$ cat src/rtl/dp_nan_pkg.sv
package dp_nan_pkg;
  localparam int CLS_W    = 5;
  localparam int CLS_ZERO = 0;
  localparam int CLS_SUB  = 1;
  localparam int CLS_NORM = 2;
  localparam int CLS_INF  = 3;
  localparam int CLS_NAN  = 4;

  typedef struct packed {
    logic quietSel;
    logic raiseInv;
  } nanCtrl_t;
endpackage

$ cat src/rtl/dp_nan_classify.sv
module dp_nan_classify #(
  parameter int EXP_W  = 11,
  parameter int FRAC_W = 52
) (
  input  logic [EXP_W-1:0]             expField,
  input  logic [FRAC_W-1:0]            fracField,
  input  logic                         mode2008,
  output logic [dp_nan_pkg::CLS_W-1:0] classVec,
  output logic                         nanNow,
  output logic                         sigNow
);
  import dp_nan_pkg::*;
  localparam int QB = FRAC_W - 1;

  logic expOnes, expZero, fracZero;

  always_comb begin
    expOnes  = &expField;
    expZero  = ~|expField;
    fracZero = ~|fracField;
    classVec = '0;
    classVec[CLS_NAN]  = expOnes & ~fracZero;
    classVec[CLS_INF]  = expOnes & fracZero;
    classVec[CLS_NORM] = ~expOnes & ~expZero;
    classVec[CLS_SUB]  = expZero & ~fracZero;
    classVec[CLS_ZERO] = expZero & fracZero;
    nanNow = classVec[CLS_NAN];
    sigNow = nanNow & (mode2008 ^ fracField[QB]);
  end
endmodule

$ cat src/rtl/dp_nan_datapath.sv
module dp_nan_datapath #(
  parameter int EXP_W  = 11,
  parameter int FRAC_W = 52
) (
  input  logic                                  clk,
  input  logic                                  rstN,
  input  logic [EXP_W+FRAC_W:0]                 operand,
  input  logic                                  mode2008,
  input  dp_nan_pkg::nanCtrl_t                  ctrl,
  output logic                                  sigNow,
  output logic [EXP_W+FRAC_W:0]                 result,
  output logic [dp_nan_pkg::CLS_W-1:0]          classOut,
  output logic                                  isNan,
  output logic                                  isSignaling
);
  import dp_nan_pkg::*;
  localparam int W  = 1 + EXP_W + FRAC_W;
  localparam int QB = FRAC_W - 1;

  logic [EXP_W-1:0]  expField;
  logic [FRAC_W-1:0] fracField, fracQuiet, fracCleared;
  logic [CLS_W-1:0]  classNow;
  logic              nanNow;
  logic [W-1:0]      nextResult;

  assign expField  = operand[W-2 -: EXP_W];
  assign fracField = operand[FRAC_W-1:0];

  dp_nan_classify #(.EXP_W(EXP_W), .FRAC_W(FRAC_W)) uClass (
    .expField (expField),
    .fracField(fracField),
    .mode2008 (mode2008),
    .classVec (classNow),
    .nanNow   (nanNow),
    .sigNow   (sigNow)
  );

  always_comb begin
    fracCleared = fracField;
    fracCleared[QB] = 1'b0;
    if (mode2008) begin
      fracQuiet = fracField;
      fracQuiet[QB] = 1'b1;
    end else begin
      fracQuiet = fracCleared;
      if (fracCleared == '0) fracQuiet[QB-1] = 1'b1;
    end
    nextResult = ctrl.quietSel ? {operand[W-1:FRAC_W], fracQuiet} : operand;
  end

  always_ff @(posedge clk) begin
    if (!rstN) begin
      result      <= '0;
      classOut    <= CLS_W'(1) << CLS_ZERO;
      isNan       <= 1'b0;
      isSignaling <= 1'b0;
    end else begin
      result      <= nextResult;
      classOut    <= classNow;
      isNan       <= nanNow;
      isSignaling <= sigNow;
    end
  end
endmodule

$ cat src/rtl/dp_nan_ctrl.sv
module dp_nan_ctrl (
  input  logic                 clk,
  input  logic                 rstN,
  input  logic                 quietReq,
  input  logic                 sigNow,
  output dp_nan_pkg::nanCtrl_t ctrl,
  output logic                 invalidPulse
);
  always_comb begin
    ctrl.quietSel = quietReq & sigNow;
    ctrl.raiseInv = quietReq & sigNow;
  end

  always_ff @(posedge clk) begin
    if (!rstN) invalidPulse <= 1'b0;
    else       invalidPulse <= ctrl.raiseInv;
  end
endmodule

$ cat src/rtl/dp_nan_unit.sv
module dp_nan_unit #(
  parameter int EXP_W  = 11,
  parameter int FRAC_W = 52
) (
  input  logic                     clk,
  input  logic                     rstN,
  input  logic [EXP_W+FRAC_W:0]    operand,
  input  logic                     mode2008,
  input  logic                     quietReq,
  output logic [EXP_W+FRAC_W:0]    result,
  output logic [4:0]               classOut,
  output logic                     isNan,
  output logic                     isSignaling,
  output logic                     invalidPulse
);
  dp_nan_pkg::nanCtrl_t ctrl;
  logic sigNow;

  dp_nan_ctrl uCtrl (
    .clk(clk), .rstN(rstN), .quietReq(quietReq), .sigNow(sigNow),
    .ctrl(ctrl), .invalidPulse(invalidPulse)
  );

  dp_nan_datapath #(.EXP_W(EXP_W), .FRAC_W(FRAC_W)) uData (
    .clk(clk), .rstN(rstN), .operand(operand), .mode2008(mode2008),
    .ctrl(ctrl), .sigNow(sigNow), .result(result), .classOut(classOut),
    .isNan(isNan), .isSignaling(isSignaling)
  );
endmodule

$ cat config.mk
export PLATFORM = sky130hd
export DESIGN_NAME = dp_nan_unit
export DESIGN_NICKNAME = d
export VERILOG_FILES = /design/src/rtl/dp_nan_pkg.sv /design/src/rtl/dp_nan_classify.sv /design/src/rtl/dp_nan_datapath.sv /design/src/rtl/dp_nan_ctrl.sv /design/src/rtl/dp_nan_unit.sv
export SDC_FILE = /design/constraint.sdc
export NUM_CORES = 1
export LEC_CHECK = 0
export CORE_AREA = 8 8 89 99
export DETAILED_ROUTE_END_ITERATION = 6
export DIE_AREA = 0 0 97 107
export GPL_ROUTABILITY_DRIVEN = 0
export PLACE_DENSITY = 0.72
export SKIP_CTS_REPAIR_TIMING = 1
export SLEW_MARGIN = 20
export SYNTH_ARGS = -nofsm -noshare
export SYNTH_HDL_FRONTEND = slang
export SYNTH_SLANG_ARGS = --single-unit
export TNS_END_PERCENT = 1
$ cat constraint.sdc
create_clock -name clk -period 1.3 [get_ports clk]
set_input_delay 0.13 -clock clk [delete_from_list [all_inputs] [get_ports clk]]
set_output_delay 0.13 -clock clk [all_outputs]
set_load 0.02 [all_outputs]
Yosys cells after proc, flatten, opt, wreduce, memory -nomap -nowiden
Index checks and enable logic that the tools add are counted.
{"block": "totals", "ff_bits": 72, "wordCells": 23}
{"block": "op_classes", "muxes": 3, "n_bitwise": 9, "n_reduce_logical": 6}
{"operator": "$mux W52", "n": 2}
{"operator": "$reduce_or A52 Y1", "n": 1}
{"operator": "$logic_not A51 Y1", "n": 1}
{"operator": "$reduce_and A11 Y1", "n": 1}
{"operator": "$reduce_or A11 Y1", "n": 1}
{"operator": "$and A1 B1 Y1", "n": 7}
{"operator": "$logic_not A1 Y1", "n": 2}
{"operator": "$mux W1", "n": 1}
{"operator": "$not A1 Y1", "n": 1}
{"operator": "$xor A1 B1 Y1", "n": 1}

Longest topological paths before layout
{"block": "logic_depth", "depth_word": 5, "ltp_mapped": 4, "ltp_nobuf": 4}

Modules after synthesis
A second synthesis with hierarchy kept.
{"block": "hier_totals", "cells_unflattened": 207, "hier_area_um2": 2316.0}
{"mod": "dp_nan_datapath", "instances": 1, "cells_each": 169, "area_per_inst_um2": 2034.5, "seq_area_each_um2": 1421.4}
{"mod": "dp_nan_classify", "instances": 1, "cells_each": 34, "area_per_inst_um2": 241.5, "seq_area_each_um2": 0.0}
{"mod": "dp_nan_ctrl", "instances": 1, "cells_each": 4, "area_per_inst_um2": 40.0, "seq_area_each_um2": 20.0}

Least setup slack after synthesis
No wires, ideal clock.
{"block": "synth_path", "kind": "input-to-reg", "start": "in operand[26]", "end": "reg uData.classOut[0] (netlist bit)", "t_arrival_ps": 1173, "path_slack_ps": 67, "path_stages": 4, "n_path_buf": 0, "path_cell_list": "nor4_2 > nand4_2 > o41ai_4 > and2_1"}
{"block": "synth_via", "elab_chain_len": 3}
{"item": "from (decl)", "line": "dp_nan_unit.sv:7", "rtl": "input logic [EXP_W+FRAC_W:0] operand,"}
{"item": "$reduce_or A52 Y1", "line": "dp_nan_classify.sv:20", "rtl": "fracZero = ~|fracField;"}
{"item": "$logic_not A1 Y1", "line": "dp_nan_classify.sv:20"}
{"item": "$and A1 B1 Y1", "line": "dp_nan_classify.sv:26", "rtl": "classVec[CLS_ZERO] = expZero & fracZero;"}
{"item": "to (signal assigned)", "line": "dp_nan_datapath.sv:54", "rtl": "classOut <= CLS_W'(1) << CLS_ZERO;"}
{"item": "to (signal assigned)", "line": "dp_nan_datapath.sv:59", "rtl": "classOut <= classNow;"}
{"item": "to (decl)", "line": "dp_nan_datapath.sv:12", "rtl": "output logic [dp_nan_pkg::CLS_W-1:0] classOut,"}
Every way passes these cells.
A chain may end at the register's enable or synchronous reset.

Worst setup path after layout
{"block": "layout_path", "start": "in operand[8]", "end": "reg uCtrl.invalidPulse"}
{"block": "layout_via", "elab_chain_len": 4}
{"item": "$reduce_or A52 Y1", "line": "dp_nan_classify.sv:20"}
{"item": "$and A1 B1 Y1", "line": "dp_nan_classify.sv:22", "rtl": "classVec[CLS_NAN] = expOnes & ~fracZero;"}
{"item": "$and A1 B1 Y1", "line": "dp_nan_classify.sv:28", "rtl": "sigNow = nanNow & (mode2008 ^ fracField[QB]);"}
{"item": "$and A1 B1 Y1", "line": "dp_nan_ctrl.sv:11", "rtl": "ctrl.raiseInv = quietReq & sigNow;"}
{"item": "to (signal assigned)", "line": "dp_nan_ctrl.sv:16", "rtl": "else invalidPulse <= ctrl.raiseInv;"}
{"item": "to (decl)", "line": "dp_nan_ctrl.sv:7", "rtl": "output logic invalidPulse"}
Every way passes these cells.

==> results.md <==
* Initial Utilization at 30.58%
* Synth cell types at 23
* Placed cell area at ~3800 um2
* Max Slew Vio Count at 0
* Worst path cell trace: clkdlybuf4s50_1 > nor4_2 > buf_4 > nand3b_1 > o41ai_4 > nor4_1
* Crit path max fanout at 5
* Fin crit period at 1.433 ns
* Routed Antenna Nets at 0
* CP required at between 1.5 and 2 ns
* Number of port buffers at around 140
* Crit Path Class: in2reg
* Largest net degree at the start of global routing at 36
* Dpl cells at 428
* Via count at 1958
* # H-tree levels at 3
* Drt wl/cell at 16.16 um
* Clock-pin slew on the worst setup and hold paths at 0.07 ns
* Register area share after synthesis at 64.33%
* DP Wirelength at about 5500 um
* Pre-antenna DRT Iters at 4
* Slew headroom at ~75%
* Clock root cell: clkbuf_8
* Area Growth Syn to Fin at 100.7%
* Filler cells at between 500 and 600
* Die area at between 10000 and 15000 um2
* Initial antenna violation count at 0
* Ant. Diodes at 0
* CTS Buf Count at 9
* Hold depth at 2
* GR Overflow Total at 0
* Slowest cell on crit path: o41ai_4
* Rows at 33
* Gr usage total at 12.90%
* Total wire length at 7190 um
* Clk buf depth at 2
* Seq cells post-synth at 71
* Ys Warns at 0
* Fin nets at approximately 420
* Crit path arrival time at 1.65 ns
* Element type at the critical path end: register
* Vias per cell at 4.400
* CTS sink cnt at 71
* Power Density at 1178 nW/um2
* Die span in y at around 110 um
* Synthesized instance count at 187
* Syn_nets at 255
* First-pass GRT wire length at 10470 um
* Share of layout cells above drive strength 1 at about 16%
* CTS tree: yes
* Setup TNS at -0.6159 ns
* Worst min-delay path class: in2reg
* Hold Fails Final Rpt at 0
* Initial DRC count at 32
* Startpoint types: input port
* Final Setup Violations at 6
* Die width at slightly below 100 um
* Non-filler cells, final at 445
* Vias in the first global route at 2035
* Worst-margin pin slew at 0.3767 ns
* Core area at approximately 7200 um2
* Final period util at 110.2%
* Max Freq at 0.6978 GHz
* RSZ-0062 raised after global routing: true
* Io pins at 140
* Avg Cell Area, Syn at approximately 12 um2
* Setup ws final at -0.1331 ns
* WHS Endpoint: uData.result[40]
* Final instance area at about 4400 um2
* Residual DRC at 0
* Failing checks: negative setup slack
* Max VDD drop at 0.0009555 V
* Outcome: finished, violations left
* Hold wc startpoint: operand[40]
* Leakage at 2.841 nW
* Mapped cell area at ~2200 um2
* Max incr delay on CP at 0.48 ns
* Max-Cap Viols at 0
[synthesized netlist by cell type]
cell type  count  area [um2]
o41ai_4        1       27.53
and2_1        63       394.1
buf_6          1       11.26
o22ai_1        1       6.260
dfxtp_1       71        1421
nor4_1        12       75.07
nand4_1        4       25.02
nor2_1         3       11.26
nand2_1        3       11.26
nor3_1         3       15.01
nand4_2        2       25.02
a31o_1         1       8.760
clkbuf_1       6       22.52
and4bb_1       1       12.51
buf_4          1       7.510
nand3b_1       1       7.510
and2_2         1       7.510
inv_1          1       3.750
xnor2_1        1       8.760
nor4_2         3       37.54
nor4_4         2       42.54
nor2b_1        2       12.51
nand3_1        3       15.01
[stage by stage]
step	total power [W]	utilization [%]	setup WS, ns	hold slack (ns)
after floorplan	0.002616	-	0.06739	0.2472
after global placement	0.003136	53.26	-0.6489	0.5814
after detailed placement	0.003149	53.26	-0.6463	0.5871
after CTS	0.005304	56.68	-0.2785	0.2062
after global routing	0.005452	61.37	-0.1669	0.05205
final	0.005222	61.37	-0.1331	0.04536
[worst max-delay path by stage]
stage | start | endpoint | slack [ns] | cells past startpoint
5_1_grt | operand[3] | uData.classOut[0] | -0.17 | 6
3_5_place_dp | operand[41] | uData.classOut[0] | -0.65 | 5
6_report | operand[8] | uCtrl.invalidPulse | -0.13 | 6
3_3_place_gp | operand[41] | uData.classOut[0] | -0.65 | 5
4_1_cts | operand[41] | uData.classOut[0] | -0.28 | 5
2_1_floorplan | operand[26] | uData.classOut[0] | 0.07 | 4
[metal layers]
layer | routed length (um) | track usage (%)
met5 | 0 | 0
met4 | 222 | 8.251
met3 | 607 | 6.559
met2 | 3842 | 22.56
met1 | 2518 | 11.69
[area by class of cell]
class / count / area, um2 / area share, %
timing repair buffer: 163 / 1808 / 40.77
clock inverter: 5 / 105.1 / 2.370
clock buffer: 11 / 141.4 / 3.188
tap: 87 / 108.9 / 2.455
sequential: 71 / 1421 / 32.05
multi-input combinational: 107 / 845.8 / 19.07
inverter: 1 / 3.754 / 0.08465
[kinds of logic (layout without fill, tap and decap cells)]
kind of cell,after synthesis,in the layout,synth area share (%)
AOI/OAI and AO/OA,3,3,1.926
xor gates and xnor gates,1,1,0.3964
buffers and inverters,9,180,2.038
DFF,71,71,64.33
and+or+nand+nor,103,103,31.31
[registers in the layout (all words and copies together), names as in the netlist]
signal / flops
uData.result: 64
uData.classOut: 4
uCtrl.invalidPulse: 1
uData.isNan: 1
uData.isSignaling: 1
[placed cells by master (no fill, tap or decap), drive strengths merged]
master	instances
nor2	3
nor4	17
bufinv	3
o41ai	1
dfxtp	71
clkinvlp	2
nand4	6
clkbuf	11
nand3	3
o22ai	1
a31o	1
dlymetal6s2s	90
inv	1
xnor2	1
nor3	3
nand3b	1
clkdlybuf4s50	48
and4bb	1
nor2b	2
nand2	3
and2	64
buf	25
[report_power, final]
group	switching [W]	leakage, nW	internal (W)
clock	0.000809	0.116	0.00133
combinational	0.000344	2.14	0.000436
sequential	0.0000228	0.590	0.00228
total	0.00118	2.84	0.00405
[worst max-delay path: cells and delay by family]
| family | cells | cell delay, ns |
|---|---|---|
| buf+inv | 2 | 0.58 |
| compound gates | 1 | 0.48 |
| simple gates | 3 | 0.46 |
Note: power is estimated with default switching activity, not from simulation.
